--- src/rtl/piso_rd_pkg.sv ---
package piso_rd_pkg;
  typedef enum logic [2:0] {
    ST_IDLE  = 3'd0,
    ST_LOAD  = 3'd1,
    ST_SETUP = 3'd2,
    ST_LOW   = 3'd3,
    ST_HIGH  = 3'd4,
    ST_FIN   = 3'd5
  } rd_state_t;
endpackage

--- src/rtl/piso_rd_rst_sync.sv ---
module piso_rd_rst_sync (
  input  logic clk,
  input  logic rst_n,
  output logic rst_n_sync
);
  logic [1:0] sync_q;

  always_ff @(posedge clk or negedge rst_n) begin
    if (!rst_n) sync_q <= 2'b00;
    else        sync_q <= {sync_q[0], 1'b1};
  end

  assign rst_n_sync = sync_q[1];
endmodule

--- src/rtl/piso_rd_timer.sv ---
// Phase timer: loaded with (length-1) on phase entry, flags zero at phase end.
module piso_rd_timer #(
  parameter int CNT_W = 4
) (
  input  logic             clk,
  input  logic             rst_n,
  input  logic             ld,
  input  logic [CNT_W-1:0] ld_val,
  output logic             zero
);
  logic [CNT_W-1:0] cnt_q, cnt_d;

  always_comb begin
    cnt_d = cnt_q;
    if (ld)                cnt_d = ld_val;
    else if (cnt_q != '0)  cnt_d = cnt_q - 1'b1;
  end

  always_ff @(posedge clk or negedge rst_n) begin
    if (!rst_n) cnt_q <= '0;
    else        cnt_q <= cnt_d;
  end

  assign zero = (cnt_q == '0);
endmodule

--- src/rtl/piso_rd_capture.sv ---
// Collects returned serial bits MSB first and counts them.
module piso_rd_capture #(
  parameter int WORD_W = 16
) (
  input  logic              clk,
  input  logic              rst_n,
  input  logic              clr,
  input  logic              smp,
  input  logic              bit_in,
  output logic [WORD_W-1:0] word,
  output logic              full
);
  localparam int CW = $clog2(WORD_W + 1);

  logic [WORD_W-1:0] word_q, word_d;
  logic [CW-1:0]     cnt_q, cnt_d;

  always_comb begin
    word_d = word_q;
    cnt_d  = cnt_q;
    if (clr) begin
      cnt_d = '0;
    end else if (smp) begin
      word_d = {word_q[WORD_W-2:0], bit_in};
      cnt_d  = cnt_q + 1'b1;
    end
  end

  always_ff @(posedge clk or negedge rst_n) begin
    if (!rst_n) begin
      word_q <= '0;
      cnt_q  <= '0;
    end else begin
      word_q <= word_d;
      cnt_q  <= cnt_d;
    end
  end

  assign word = word_q;
  assign full = (cnt_q == CW'(WORD_W));


  // no sample may be requested once the word is complete
  no_oversample_chk: assert property (@(posedge clk) disable iff (!rst_n)
    smp |-> !full);
endmodule

--- src/rtl/piso_chain_reader.sv ---
module piso_chain_reader
  import piso_rd_pkg::*;
#(
  parameter int NUM_DEV  = 2,
  parameter int HALF_DIV = 2,
  parameter int LOAD_CYC = 3
) (
  input  logic                   clk,
  input  logic                   rst_n,
  input  logic                   start,
  input  logic                   ser_in,
  output logic                   load_n,
  output logic                   sclk,
  output logic                   busy,
  output logic                   done,
  output logic [8*NUM_DEV-1:0]   data_out
);
  localparam int WORD_W = 8 * NUM_DEV;
  localparam int MAXC   = (LOAD_CYC > HALF_DIV) ? LOAD_CYC : HALF_DIV;
  localparam int TW     = $clog2(MAXC + 1);
  localparam logic [TW-1:0] LOAD_V = TW'(LOAD_CYC - 1);
  localparam logic [TW-1:0] HALF_V = TW'(HALF_DIV - 1);

  logic          rst_n_s;
  rd_state_t     st_q, st_d;
  logic          tmr_ld, tmr_zero;
  logic [TW-1:0] tmr_val;
  logic          cap_clr, cap_smp, cap_full;

  piso_rd_rst_sync u_rst (
    .clk        (clk),
    .rst_n      (rst_n),
    .rst_n_sync (rst_n_s)
  );

  piso_rd_timer #(.CNT_W(TW)) u_tmr (
    .clk    (clk),
    .rst_n  (rst_n_s),
    .ld     (tmr_ld),
    .ld_val (tmr_val),
    .zero   (tmr_zero)
  );

  piso_rd_capture #(.WORD_W(WORD_W)) u_cap (
    .clk    (clk),
    .rst_n  (rst_n_s),
    .clr    (cap_clr),
    .smp    (cap_smp),
    .bit_in (ser_in),
    .word   (data_out),
    .full   (cap_full)
  );

  // next-state logic
  always_comb begin
    st_d    = st_q;
    tmr_ld  = 1'b0;
    tmr_val = '0;
    cap_clr = 1'b0;
    cap_smp = 1'b0;
    unique case (st_q)
      ST_IDLE: if (start) begin
        st_d    = ST_LOAD;
        tmr_ld  = 1'b1;
        tmr_val = LOAD_V;
        cap_clr = 1'b1;
      end
      ST_LOAD: if (tmr_zero) begin
        st_d    = ST_SETUP;
        tmr_ld  = 1'b1;
        tmr_val = HALF_V;
      end
      ST_SETUP: if (tmr_zero) begin
        st_d    = ST_LOW;
        tmr_ld  = 1'b1;
        tmr_val = HALF_V;
      end
      ST_LOW: if (tmr_zero) begin
        cap_smp = 1'b1;          // sample just before the rising edge
        st_d    = ST_HIGH;
        tmr_ld  = 1'b1;
        tmr_val = HALF_V;
      end
      ST_HIGH: if (tmr_zero) begin
        if (cap_full) begin
          st_d = ST_FIN;
        end else begin
          st_d    = ST_LOW;
          tmr_ld  = 1'b1;
          tmr_val = HALF_V;
        end
      end
      ST_FIN:  st_d = ST_IDLE;
      default: st_d = ST_IDLE;
    endcase
  end

  // state and registered pin drivers
  always_ff @(posedge clk or negedge rst_n_s) begin
    if (!rst_n_s) begin
      st_q   <= ST_IDLE;
      load_n <= 1'b1;
      sclk   <= 1'b1;
      busy   <= 1'b0;
      done   <= 1'b0;
    end else begin
      st_q   <= st_d;
      load_n <= (st_d != ST_LOAD);
      sclk   <= (st_d != ST_LOW);
      busy   <= (st_d != ST_IDLE);
      done   <= (st_d == ST_FIN);
    end
  end


  no_shift_in_load_chk: assert property (@(posedge clk) disable iff (!rst_n_s)
    !load_n |-> sclk);


  clk_high_at_release_chk: assert property (@(posedge clk) disable iff (!rst_n_s)
    $rose(load_n) |-> sclk);


  done_single_chk: assert property (@(posedge clk) disable iff (!rst_n_s)
    done |=> !done);


  done_in_busy_chk: assert property (@(posedge clk) disable iff (!rst_n_s)
    done |-> busy);


  busy_hold_chk: assert property (@(posedge clk) disable iff (!rst_n_s)
    (busy && !done) |=> busy);


  idle_lines_chk: assert property (@(posedge clk) disable iff (!rst_n_s)
    !busy |-> (load_n && sclk));
endmodule

--- config.mk ---
export PLATFORM = sky130hd
export DESIGN_NAME = piso_chain_reader
export DESIGN_NICKNAME = d
export VERILOG_FILES = /design/src/rtl/piso_rd_pkg.sv /design/src/rtl/piso_rd_rst_sync.sv /design/src/rtl/piso_rd_timer.sv /design/src/rtl/piso_rd_capture.sv /design/src/rtl/piso_chain_reader.sv
export SDC_FILE = /design/constraint.sdc
export NUM_CORES = 1
export LEC_CHECK = 0
export ABC_AREA = 1
export BUFFER_PORTS_ARGS = -buffer_cell sky130_fd_sc_hd__buf_2
export CAP_MARGIN = 5
export CORE_MARGIN = 2
export CORE_UTILIZATION = 35
export DETAILED_ROUTE_END_ITERATION = 7
export HOLD_SLACK_MARGIN = 0.03
export SYNTH_ARGS = -nofsm -noshare
export SYNTH_HDL_FRONTEND = slang
export SYNTH_HIERARCHICAL = 1
export SYNTH_SLANG_ARGS = --single-unit
--- constraint.sdc ---
create_clock -name clk -period 1.9 [get_ports clk]
set_input_delay 0.285 -clock clk [delete_from_list [all_inputs] [get_ports clk]]
set_output_delay 0.285 -clock clk [all_outputs]
set_load 0.01 [all_outputs]
==> impl_summary.txt, run 1 <==
----------------------------------------------------
[Logic synthesis]
  Syn. warnings ... 6
  Synth top area share ... 0.501
  Number of storage elements in the synthesis netlist ... 32
  Number of nets produced by synthesis ... 182
  Mapped cell area ... 1500 um^2
  Instance count of the mapped netlist ... 175
  Average cell area after synthesis ... roughly 8.6 um^2
  Dominant cell type by area after synthesis ... sky130_fd_sc_hd__dfrtp_1
  Synth top area cells ... sky130_fd_sc_hd__dfrtp_1, sky130_fd_sc_hd__nand2_1, sky130_fd_sc_hd__nand3_1, sky130_fd_sc_hd__inv_1, sky130_fd_sc_hd__dfstp_2
  Sequential cell area fraction in the yosys report ... 0.536
  Library cells used by synthesis ... 22

[CTS]
  TritonCTS clock tree ... done
  CTS clock-pin slew for the worst setup and hold paths ... ~70 ps
  TritonCTS buffer count ... 5
  CTS sink cnt ... 32
  Max clock buf depth ... 2
  Library cell used as clock root buffer ... sky130_fd_sc_hd__clkbuf_8
  H-tree Lvls ... 2
  Later-pin clock latency in the skew report ... between 200 and 300 ps

[Die]
  Number of top-level design ports ... 24
  Vertical extent of the die ... between 60 and 70 um
  Total core area ... around 4100 um^2
  DIE AREA ... just under 5000 um^2
  Num rows ... 23
  Starting utilization of the core area ... 0.369
  Die width ... roughly 69 um

[Placed design]
  DP HPWL ... 1.95 mm
  IO buf count ... 23
  Placed Instance Area ... between 1500 and 2000 um^2
  Final RePlAce weighted congestion ... between 0.8 and 0.9
  Place WS ... between 200 and 250 ps

[Timing]
  Number of max-slew violations in the final report ... 0
  Final clock skew ... just under 6 ps
  Final count of hold timing violations ... 0
  Post-layout minimum cycle time ... 1630 ps
  Final hold slack ... roughly 240 ps
  Setup repair after global routing missed its margin ... false
  Fmax ... ~610 MHz
  Final clock period utilization by the worst path ... 0.858
  Setup slack of the critical path after layout ... between 200 and 300 ps
  Final Setup Violations ... 0
  Final-layout setup total negative slack ... 0 ps

[Cells and area]
  Total Nets Final ... approximately 210
  Relative area change from synthesis to final layout ... 18.8%
  Post-layout utilization of the core ... 0.438
  Fraction of layout cells with a size suffix above 1 ... 0.277
  Final design area excluding fillers ... 1780 um^2
  Diode insertion count for antenna repair ... 0

[Run]
  # Max-Cap Violations ... 0

[Worst setup path]
  Data arrival time of the worst path ... 1810 ps
  Chain of cells forming the critical path ... inv_1 -> ha_1 -> nand2_1 -> nor3_1 -> nor2_1 -> nand3_1 -> nand3_2 -> inv_1 -> nand2_1 -> nand2_1 -> nand2_1
  Top Family by Delay on Critical Path ... simple AND/OR/NAND/NOR gates
  Startpoint Class ... register
  CP most frequent cell ... sky130_fd_sc_hd__nand2_1
  Cell with the largest stage delay on the worst path ... sky130_fd_sc_hd__dfrtp_1
  Kind of capture point of the worst setup path ... register
  Buffering stage count on the worst path with inverters included ... 2
  Crit Path Class ... reg2reg
  Worst EP required ... 2070 ps
  Maximum single-stage delay on the critical path ... between 400 and 500 ps
  Crit Path Max Fanout ... 5

[Pwr]
  Peak supply drop ... 0.785 mV
  PD cells ... 1640 nW/um^2
  Leakage ... 1.01 nW

[Global routing]
  Initial antenna violation count ... 0
  Overflow after GRT ... 0
  Global router's overall resource usage ... 0.128
  Largest net degree at the start of global routing ... 31
  First-pass GRT wire length ... ~4.8 mm
  Vias in the first global route ... 1082

[Detailed routing]
  Drc violations ... 0
  Post-Route WL ... around 2.8 mm
  Length of the first detailed-routing pass in iterations ... 4
  Final ANT Viol Nets ... 0
  Avg WL per Cell ... 10.9 um
  Via/cell ratio ... about 4.6
  First-iteration detailed-routing DRC count ... 29
  DR vias ... about 1200

[Worst hold path]
  Path class of the lowest-slack min-delay path ... in2reg

[Outcome]
  Status ... finished, final reports clean

----------------------------------------------------
==> worst min-delay path, delay by kind of cell <==
kind	cells	cell delay [ps]
buf+inv	1	80
simple gates	2	130
==> area by class of cell <==
cell class,instances,area [um^2]
sequential,32,803
clock buffer,6,72.6
clock inverter,2,35.0
tap,50,62.6
timing repair buffer,29,163
inverter,20,75.1
fill,407,2280
multi-input combinational,117,568
==> routing by layer <==
metal  routed length [um]  global-route usage
met1                 1340               0.166
met2                 1300               0.188
met3                   95              0.0436
met4                   56              0.0654
met5                    0                   0
==> flip-flops by register name (all words and copies together), names as in the netlist <==
name	count
sclk	1
u_tmr/cnt_q	2
st_q	3
load_n	1
u_cap/word	16
u_cap/cnt_q	5
done	1
u_rst/sync_q	2
busy	1
==> cell families after synthesis <==
group | after synthesis | synth area share
other cells | 1 | 0.00250
fa+ha+maj | 3 | 0.0251
simple gates | 102 | 0.297
xor+xnor | 1 | 0.00585
compound gates | 10 | 0.0459
buf+inv | 26 | 0.0877
flops | 32 | 0.536
==> cells in the final DEF (no fill, tap or decap) <==
cell type / n
sky130_fd_sc_hd__nor2_1: 10
sky130_fd_sc_hd__nand2_4: 1
sky130_fd_sc_hd__nand3_1: 20
sky130_fd_sc_hd__nor3_1: 1
sky130_fd_sc_hd__dfrtp_1: 30
sky130_fd_sc_hd__a21oi_2: 2
sky130_fd_sc_hd__o21ai_1: 2
sky130_fd_sc_hd__clkinv_2: 1
sky130_fd_sc_hd__inv_2: 4
sky130_fd_sc_hd__inv_1: 16
sky130_fd_sc_hd__ha_1: 3
sky130_fd_sc_hd__nand3_2: 2
sky130_fd_sc_hd__a21oi_1: 1
sky130_fd_sc_hd__nand2_2: 3
sky130_fd_sc_hd__dlygate4sd3_1: 1
sky130_fd_sc_hd__clkbuf_1: 1
sky130_fd_sc_hd__nand2_1: 60
sky130_fd_sc_hd__conb_1: 1
sky130_fd_sc_hd__buf_4: 5
sky130_fd_sc_hd__clkbuf_8: 5
sky130_fd_sc_hd__xor2_1: 1
sky130_fd_sc_hd__o21ai_0: 2
sky130_fd_sc_hd__buf_2: 23
sky130_fd_sc_hd__nor2_2: 5
sky130_fd_sc_hd__dfstp_2: 2
sky130_fd_sc_hd__bufinv_16: 1
sky130_fd_sc_hd__o21ai_2: 3
==> metrics by stage <==
step	power [mW]	std cells
2_1_floorplan	1.98	175
5_1_grt	3.16	256
4_1_cts	2.93	256
3_3_place_gp	2.26	247
6_report	2.91	256
3_5_place_dp	2.28	247
==> report_power, final <==
part	total, mW	switching (mW)	internal, mW
registers	1.08	0.160	0.916
logic	1.20	0.750	0.446
clock network	0.640	0.251	0.389
total	2.91	1.16	1.75
==> worst paths after layout <==
kind                                 start              to  slack [ps]  depth (start not counted)
max                         u_cap/cnt_q[0]  u_tmr/cnt_q[0]         270                         11
min                                 ser_in   u_cap/word[0]         240                          3
max reg2reg                 u_cap/cnt_q[0]  u_tmr/cnt_q[0]         270                         11
min reg2reg                u_rst/sync_q[1]            done         250                          1
max in group asynchronous  u_rst/sync_q[1]          load_n        1340                          1
min in group asynchronous  u_rst/sync_q[1]            done         250                          1
==> Yosys cell counts <==
library cell and number:
sky130_fd_sc_hd__nand2_1 60, sky130_fd_sc_hd__dfrtp_1 30, sky130_fd_sc_hd__nand3_1 21, sky130_fd_sc_hd__inv_1 16
sky130_fd_sc_hd__nor2_1 10, sky130_fd_sc_hd__nor2_2 5, sky130_fd_sc_hd__inv_2 4, sky130_fd_sc_hd__buf_4 3
sky130_fd_sc_hd__buf_6 3, sky130_fd_sc_hd__ha_1 3, sky130_fd_sc_hd__nand2_2 3, sky130_fd_sc_hd__o21ai_0 3
sky130_fd_sc_hd__o21ai_2 3, sky130_fd_sc_hd__a21oi_2 2, sky130_fd_sc_hd__dfstp_2 2, sky130_fd_sc_hd__a21oi_1 1
sky130_fd_sc_hd__conb_1 1, sky130_fd_sc_hd__nand2_4 1, sky130_fd_sc_hd__nand3_2 1, sky130_fd_sc_hd__nor3_1 1
sky130_fd_sc_hd__o21ai_1 1, sky130_fd_sc_hd__xor2_1 1
==> what timing repair did <==
| item | CTS | global route |
|---|---|---|
| setup endpoints to repair | 0 | 2 |
| setup buffers | 0 | 0 |
| endpoints found under the hold margin | 2 | 0 |
| gates resized for setup | 0 | 2 |
| hold buffers | 1 | 0 |
No activity file was read; power rests on OpenSTA's default activity.
==> run 2, diff against run 1 <==
==> constraint.sdc (replaced) <==
create_clock -name clk -period 1.51 [get_ports clk]
set_input_delay 0.2265 -clock clk [delete_from_list [all_inputs] [get_ports clk]]
set_output_delay 0.2265 -clock clk [all_outputs]
set_load 0.01 [all_outputs]
==> impl_summary.txt, run 2 (synthesis results as in run 1) <==
----------------------------------------------------
[Worst setup path]
  Reg-to-reg startpoint ... u_cap/cnt_q[0] (unchanged)
  Data arrival time of the worst path ... 1650 ps (was 1810 ps)
  Crit Path Class ... reg2reg (unchanged)
  Startpoint Class ... register (unchanged)
  Crit Path Max Fanout ... 5 (unchanged)
  Launch point of the worst path ... u_cap/cnt_q[0] (unchanged)
  Logic depth of the worst register-to-register path ... 11 (unchanged)
  End of the worst register-to-register path ... u_tmr/cnt_q[0] (unchanged)
  Worst EP required ... 1730 ps (was 2070 ps)
  Kind of capture point of the worst setup path ... register (unchanged)
  Register-to-register path setup slack ... 80 ps (was 270 ps)

[Cells and area]
  Post-layout utilization of the core ... 0.470 (was 0.438)
  Relative area change from synthesis to final layout ... 27.2% (was 18.8%)
  Most common cell after layout, fill and taps aside ... sky130_fd_sc_hd__nand2_1 (unchanged)
  Diode insertion count for antenna repair ... 0 (unchanged)
  Flip-flop count of the largest register, all copies and words added ... 16 (unchanged)
  Total Nets Final ... 219 (was 212)
  Post-Layout Cell Count ... 263 (was 256)
  Leading cell types in the layout, fill and taps excluded ... sky130_fd_sc_hd__nand2_1, sky130_fd_sc_hd__dfrtp_1, sky130_fd_sc_hd__buf_2, sky130_fd_sc_hd__nand3_1, sky130_fd_sc_hd__inv_1 (unchanged)
  Final design area excluding fillers ... 1910 um^2 (was 1780 um^2)
  Fraction of layout cells with a size suffix above 1 ... 0.352 (was 0.277)

[Die]
  Vertical extent of the die ... 69.4 um (unchanged)
  Starting utilization of the core area ... 0.369 (unchanged)
  Die width ... 69.4 um (unchanged)
  Number of top-level design ports ... 24 (unchanged)
  Num rows ... 23 (unchanged)
  DIE AREA ... 4820 um^2 (unchanged)
  Total core area ... 4060 um^2 (unchanged)

[Timing]
  Fmax ... 699 MHz (was 613 MHz)
  Post-layout minimum cycle time ... 1430 ps (was 1630 ps)
  Number of max-slew violations in the final report ... 0 (unchanged)
  Final hold slack ... 124 ps (was 239 ps)
  Final clock period utilization by the worst path ... 0.947 (was 0.858)
  Final clock skew ... 4.89 ps (was 5.79 ps)
  Final-layout setup total negative slack ... 0 ps (unchanged)
  Final count of hold timing violations ... 0 (unchanged)
  Final Setup Violations ... 0 (unchanged)
  Setup slack of the critical path after layout ... 79.8 ps (was 270 ps)

[Worst hold path]
  Path class of the lowest-slack min-delay path ... reg2async (was in2reg)

[Global routing]
  First-pass GRT wire length ... 4.91 mm (was 4.83 mm)
  Vias in the first global route ... 1129 (was 1082)
  Initial antenna violation count ... 0 (unchanged)
  Overflow after GRT ... 0 (unchanged)
  Largest net degree at the start of global routing ... 22 (was 31)
  Global router's overall resource usage ... 0.130 (was 0.128)

[CTS]
  CTS sink cnt ... 32 (unchanged)
  CTS clock-pin slew for the worst setup and hold paths ... 70 ps (about the same)
  Max clock buf depth ... 2 (unchanged)
  TritonCTS buffer count ... 5 (unchanged)
  H-tree Lvls ... 2 (unchanged)
  Later-pin clock latency in the skew report ... 280 ps (about the same)
  Library cell used as clock root buffer ... sky130_fd_sc_hd__clkbuf_8 (unchanged)
  TritonCTS clock tree ... done (unchanged)

[Pwr]
  Power share of the sequential group ... 0.337 (was 0.370)
  Pwr Total ... 3.97 mW (was 2.91 mW)
  Switching share of power ... 0.391 (was 0.399)
  Power Internal ... 2.42 mW (was 1.75 mW)
  Peak supply drop ... 1.16 mV (was 0.785 mV)
  Switching Power ... 1.55 mW (was 1.16 mW)
  Clock network power share ... 0.222 (was 0.220)
  PD cells ... 2090 nW/um^2 (was 1640 nW/um^2)
  Leakage ... 1.05 nW (was 1.01 nW)
  Share of total power in combinational logic ... 0.441 (was 0.411)

[Placed design]
  DP HPWL ... 2.02 mm (was 1.95 mm)
  Placed Cells incl. Taps ... 253 (was 247)
  Placed Instance Area ... 1710 um^2 (was 1660 um^2)
  Final RePlAce weighted congestion ... 0.731 (was 0.855)
  Place WS ... -17.1 ps (was 244 ps)
  IO buf count ... 23 (unchanged)

[Detailed routing]
  Final ANT Viol Nets ... 0 (unchanged)
  First-iteration detailed-routing DRC count ... 52 (was 29)
  DR vias ... 1153 (was 1167)
  Length of the first detailed-routing pass in iterations ... 4 (unchanged)
  Post-Route WL ... 2.89 mm (was 2.80 mm)
  Via/cell ratio ... 4.38 (was 4.56)
  Avg WL per Cell ... 11.0 um (was 10.9 um)
  Drc violations ... 0 (unchanged)

[Outcome]
  Status ... finished, final reports clean (unchanged)

[Run]
  # Max-Cap Violations ... 0 (unchanged)

----------------------------------------------------
[run 2: cell types whose count changed in the layout (fill, tap and decap cells not counted), moves of 2 or more]
cell	delta
sky130_fd_sc_hd__clkbuf_8	+2
sky130_fd_sc_hd__inv_1	-2
sky130_fd_sc_hd__dfrtp_1	-2
sky130_fd_sc_hd__dfrtp_2	+2
sky130_fd_sc_hd__nand3_4	+2
sky130_fd_sc_hd__nand3_1	-2
sky130_fd_sc_hd__buf_4	+6
[run 2: how the worst max path moves through the flow]
stage,slack [ps],endpoint
after CTS,20,u_tmr/cnt_q[1]
after global routing,-40,u_tmr/cnt_q[0]
after global placement,2,u_tmr/cnt_q[1]
after detailed placement,-20,u_tmr/cnt_q[1]
final,80,u_tmr/cnt_q[0]
after floorplan,20,u_tmr/cnt_q[0]
[run 2: what timing repair did]
item / CTS / global route
endpoints found under the hold margin: 2 / 0
setup buffers: 0 / 1
pin swaps: 0 / 1
resized for setup: 1 / 16
endpoints found under the setup margin: 3 / 24
hold buffers: 1 / 0
gates cloned: 0 / 0
[run 2: metal layers]
metal | routed length, um | part of all wire | vias up | GRT usage
met4 | 36 | 0.012 | 0 | 0.0392
li1 | - | - | 616 | -
met5 | 0 | 0 | - | 0
met1 | 1450 | 0.50 | 514 | 0.171
met2 | 1300 | 0.45 | 19 | 0.192
met3 | 104 | 0.036 | 4 | 0.0567
[run 2: power by group through the flow]
stage / Clock, mW / Combinational, mW / Sequential [mW]
finish: 0.884 / 1.75 / 1.34
global route: 0.961 / 1.97 / 1.38
CTS: 0.906 / 1.63 / 1.33
detailed placement: 0 / 1.62 / 1.34
global placement: 0 / 1.61 / 1.34
floorplan: 0 / 1.07 / 1.43
[run 2: critical path, cell delays in order (launching register included)]
cell and delay, ps:
sky130_fd_sc_hd__dfrtp_1 340, sky130_fd_sc_hd__inv_1 50, sky130_fd_sc_hd__ha_1 180, sky130_fd_sc_hd__nand2_1 70
sky130_fd_sc_hd__nor3_2 40, sky130_fd_sc_hd__nor2_1 130, sky130_fd_sc_hd__nand3_2 140, sky130_fd_sc_hd__nand3_4 140
sky130_fd_sc_hd__nand2_1 60, sky130_fd_sc_hd__o21ai_1 80, sky130_fd_sc_hd__nand2_1 60, sky130_fd_sc_hd__nand2_1 50
[run 2: layout make-up]
type                       count  area [um^2]
clock buffer                   7         96.3
clock inverter                 1         30.0
fill                         371         2150
inverter                      20         77.6
multi-input combinational    117          614
sequential                    32          806
tap                           50         62.6
timing repair buffer          36          219
==> run 3, diff against run 2 <==
--- a/config.mk
+++ b/config.mk
@@ -14,5 +14,4 @@
 export HOLD_SLACK_MARGIN = 0.03
 export SYNTH_ARGS = -nofsm -noshare
 export SYNTH_HDL_FRONTEND = slang
-export SYNTH_HIERARCHICAL = 1
 export SYNTH_SLANG_ARGS = --single-unit
==> impl_summary.txt, run 3 <==
----------------------------------------------------
[Outcome]
  Status ... finished, final reports clean (unchanged)

[Worst setup path]
  Data arrival time of the worst path ... 1550 ps (was 1650 ps)
  Kind of capture point of the worst setup path ... register (unchanged)
  Crit Path Class ... reg2reg (unchanged)
  Crit Path Max Fanout ... 6 (was 5)
  Chain of cells forming the critical path ... inv_1 -> ha_1 -> inv_2 -> nor2_1 -> nand2_1 -> nand2_1 -> nor2_2 -> nand2_2 -> nor2_1 -> nand2_1 (was inv_1 -> ha_1 -> nand2_1 -> nor3_2 -> nor2_1 -> nand3_2 -> nand3_4 -> nand2_1 -> o21ai_1 -> nand2_1 -> nand2_1)
  Startpoint Class ... register (unchanged)
  Worst EP required ... 1680 ps (was 1730 ps)
  Logic depth of the worst register-to-register path ... 10 (was 11)
  CP most frequent cell ... sky130_fd_sc_hd__nand2_1 (unchanged)
  Maximum single-stage delay on the critical path ... 350 ps (was 340 ps)
  Cell with the largest stage delay on the worst path ... sky130_fd_sc_hd__dfrtp_1 (unchanged)

[Logic synthesis]
  Dominant cell type by area after synthesis ... sky130_fd_sc_hd__dfrtp_1 (unchanged)
  Synth top area cells ... sky130_fd_sc_hd__dfrtp_1, sky130_fd_sc_hd__nand2_1, sky130_fd_sc_hd__nand3_1, sky130_fd_sc_hd__o21ai_0, sky130_fd_sc_hd__dfstp_2 (was sky130_fd_sc_hd__dfrtp_1, sky130_fd_sc_hd__nand2_1, sky130_fd_sc_hd__nand3_1, sky130_fd_sc_hd__inv_1, sky130_fd_sc_hd__dfstp_2)
  List of most frequent post-synthesis cells ... sky130_fd_sc_hd__nand2_1, sky130_fd_sc_hd__dfrtp_1, sky130_fd_sc_hd__inv_1, sky130_fd_sc_hd__nand3_1, sky130_fd_sc_hd__o21ai_0 (was sky130_fd_sc_hd__nand2_1, sky130_fd_sc_hd__dfrtp_1, sky130_fd_sc_hd__nand3_1, sky130_fd_sc_hd__inv_1, sky130_fd_sc_hd__nor2_1)
  Average cell area after synthesis ... 8.69 um^2 (was 8.56 um^2)
  Count of flip-flops with a built-in enable after synthesis ... 0 (unchanged)
  Synth top area share ... 0.543 (was 0.501)
  Mapped cell area ... 1380 um^2 (was 1500 um^2)
  Syn. warnings ... 0 (was 6)
  Number of nets produced by synthesis ... 166 (was 182)
  Most used DFF post-synth ... sky130_fd_sc_hd__dfrtp_1 (unchanged)
  Synth async-reset ratio ... 1.00 (unchanged)
  Most frequent cell after synthesis ... sky130_fd_sc_hd__nand2_1 (unchanged)
  Sequential cell area fraction in the yosys report ... 0.582 (was 0.536)
  Number of storage elements in the synthesis netlist ... 32 (unchanged)
  Instance count of the mapped netlist ... 159 (was 175)
  Library cells used by synthesis ... 18 (was 22)

[CTS]
  Number of setup buffers added after CTS ... 0 (unchanged)
  Later-pin clock latency in the skew report ... 280 ps (about the same)
  CTS clock-pin slew for the worst setup and hold paths ... 60 ps (was 70 ps)
  TritonCTS buffer count ... 5 (unchanged)
  H-tree Lvls ... 2 (unchanged)
  CTS sink cnt ... 32 (unchanged)
  Library cell used as clock root buffer ... sky130_fd_sc_hd__clkbuf_8 (unchanged)
  Max clock buf depth ... 2 (unchanged)
  TritonCTS clock tree ... done (unchanged)

[Cells and area]
  Total area of multi-input combinational cells ... 508 um^2 (was 614 um^2)
  Flip-flop count of the largest register, all copies and words added ... 16 (unchanged)
  Leading cell types in the layout, fill and taps excluded ... sky130_fd_sc_hd__nand2_1, sky130_fd_sc_hd__dfrtp_1, sky130_fd_sc_hd__buf_2, sky130_fd_sc_hd__inv_1 (was sky130_fd_sc_hd__nand2_1, sky130_fd_sc_hd__dfrtp_1, sky130_fd_sc_hd__buf_2, sky130_fd_sc_hd__nand3_1, sky130_fd_sc_hd__inv_1)
  Relative area change from synthesis to final layout ... 22.6% (was 27.2%)
  Total Nets Final ... 196 (was 219)
  Final design area excluding fillers ... 1690 um^2 (was 1910 um^2)
  Diode insertion count for antenna repair ... 0 (unchanged)
  Storage cell area ... 803 um^2 (was 806 um^2)
  Most common cell after layout, fill and taps aside ... sky130_fd_sc_hd__nand2_1 (unchanged)
  Number of fillers in the final layout ... 377 (was 371)
  Fraction of layout cells with a size suffix above 1 ... 0.247 (was 0.352)

[Timing]
  Final-layout setup total negative slack ... 0 ps (unchanged)
  Final count of hold timing violations ... 0 (unchanged)
  Final clock skew ... 4.61 ps (was 4.89 ps)
  Fmax ... 724 MHz (was 699 MHz)
  Post-layout minimum cycle time ... 1380 ps (was 1430 ps)
  Setup repair after global routing missed its margin ... true
  Final hold slack ... 157 ps (was 124 ps)
  Number of max-slew violations in the final report ... 0 (unchanged)
  Final Setup Violations ... 0 (unchanged)
  Final clock period utilization by the worst path ... 0.915 (was 0.947)

[Pwr]
  Power share of the sequential group ... 0.412 (was 0.337)
  Switching share of power ... 0.372 (was 0.391)
  PD cells ... 1950 nW/um^2 (was 2090 nW/um^2)
  Peak supply drop ... 0.858 mV (was 1.16 mV)
  Switching Power ... 1.23 mW (was 1.55 mW)
  Power Internal ... 2.07 mW (was 2.42 mW)
  Clock network power share ... 0.236 (was 0.222)
  Share of total power in combinational logic ... 0.353 (was 0.441)
  Leakage ... 0.907 nW (was 1.05 nW)
  Pwr Total ... 3.30 mW (was 3.97 mW)

[Placed design]
  IO buf count ... 23 (unchanged)
  Final RePlAce weighted congestion ... 0.754 (was 0.731)
  DP HPWL ... 1.92 mm (was 2.02 mm)
  Placed Instance Area ... 1550 um^2 (was 1710 um^2)

[Detailed routing]
  Drc violations ... 0 (unchanged)
  First-iteration detailed-routing DRC count ... 48 (was 52)
  Final ANT Viol Nets ... 0 (unchanged)
  DR vias ... 1092 (was 1153)
  Post-Route WL ... 2.66 mm (was 2.89 mm)
  Via/cell ratio ... 4.59 (was 4.38)
  Length of the first detailed-routing pass in iterations ... 4 (unchanged)
  Avg WL per Cell ... 11.2 um (was 11.0 um)

[Die]
  Starting utilization of the core area ... 0.372 (was 0.369)
  Die width ... 66.8 um (was 69.4 um)
  DIE AREA ... 4460 um^2 (was 4820 um^2)
  Vertical extent of the die ... 66.8 um (was 69.4 um)
  Num rows ... 22 (was 23)
  Number of top-level design ports ... 24 (unchanged)
  Total core area ... 3720 um^2 (was 4060 um^2)

[Global routing]
  Largest net degree at the start of global routing ... 31 (was 22)
  Initial antenna violation count ... 0 (unchanged)
  Global router's overall resource usage ... 0.142 (was 0.130)
  Vias in the first global route ... 1107 (was 1129)
  Overflow after GRT ... 0 (unchanged)
  First-pass GRT wire length ... 4.70 mm (was 4.91 mm)

[Worst hold path]
  Cell depth of the worst min-delay path ... 3
  Path class of the lowest-slack min-delay path ... in2reg (was reg2async)

[Run]
  # Max-Cap Violations ... 0 (unchanged)

----------------------------------------------------
run 3: metal layers:
layer	global-route usage	part of all wire
met2	0.251	0.51
met3	0.0642	0.057
met1	0.153	0.43
met4	0.0357	0.0072
met5	0	0
run 3: repair_timing:
item / in CTS / in global routing
endpoints found under the hold margin: 2 / 0
resized for setup: 0 / 9
hold buffers: 1 / 0
setup endpoints to repair: 0 / 7
run 3: power groups by stage:
| stage | Combinational, mW | Sequential (mW) | Clock [mW] |
|---|---|---|---|
| final | 1.16 | 1.36 | 0.778 |
| after global routing | 1.34 | 1.40 | 0.858 |
| after detailed placement | 1.14 | 1.37 | 0 |
| after floorplan | 0.672 | 1.43 | 0 |
| after CTS | 1.14 | 1.36 | 0.806 |
| after global placement | 1.09 | 1.35 | 0 |
run 3: logic make-up (layout without fill, tap and decap cells):
logic type / after synthesis / count (layout) / synth area share
AOI/OAI and AO/OA: 12 / 12 / 0.0435
adders and majority gates: 3 / 3 / 0.0272
and+or+nand+nor: 90 / 90 / 0.273
xor gates and xnor gates: 2 / 2 / 0.0127
other: 1 / 1 / 0.00271
buffers and inverters: 19 / 50 / 0.0598
DFF: 32 / 32 / 0.582
run 3: critical path: cells and delay by family (launching register included):
family / cells / cell delay (ps)
fa+ha+maj: 1 / 220
buf+inv: 2 / 180
flops: 1 / 350
simple gates: 7 / 530
run 3: path summary, 6_finish.rpt:
kind	to	slack [ps]	startpoint
max	busy	130	u_tmr.cnt_q[0]
min	u_cap.word[0]	160	ser_in
max reg2reg	busy	130	u_tmr.cnt_q[0]
min reg2reg	u_cap.word[3]	250	u_rst.sync_q[1]
max in group asynchronous	sclk	950	u_rst.sync_q[1]
min in group asynchronous	u_cap.word[3]	250	u_rst.sync_q[1]
run 3: layout make-up:
class	count	area share
clock inverters	2	0.0207
repair buffers	27	0.0916
clock buffers	6	0.0429
multi-input cells	108	0.300
flip-flops and latches	32	0.475
inverters	15	0.0347
well taps	48	0.0355
run 3: stage by stage:
step | utilization | setup WS, ps | cells
floorplan | - | 159 | 159
global placement | 0.418 | 140 | 229
detailed placement | 0.418 | 50.7 | 229
CTS | 0.449 | 25.2 | 238
global route | 0.456 | -3.43 | 238
finish | 0.456 | 128 | 238
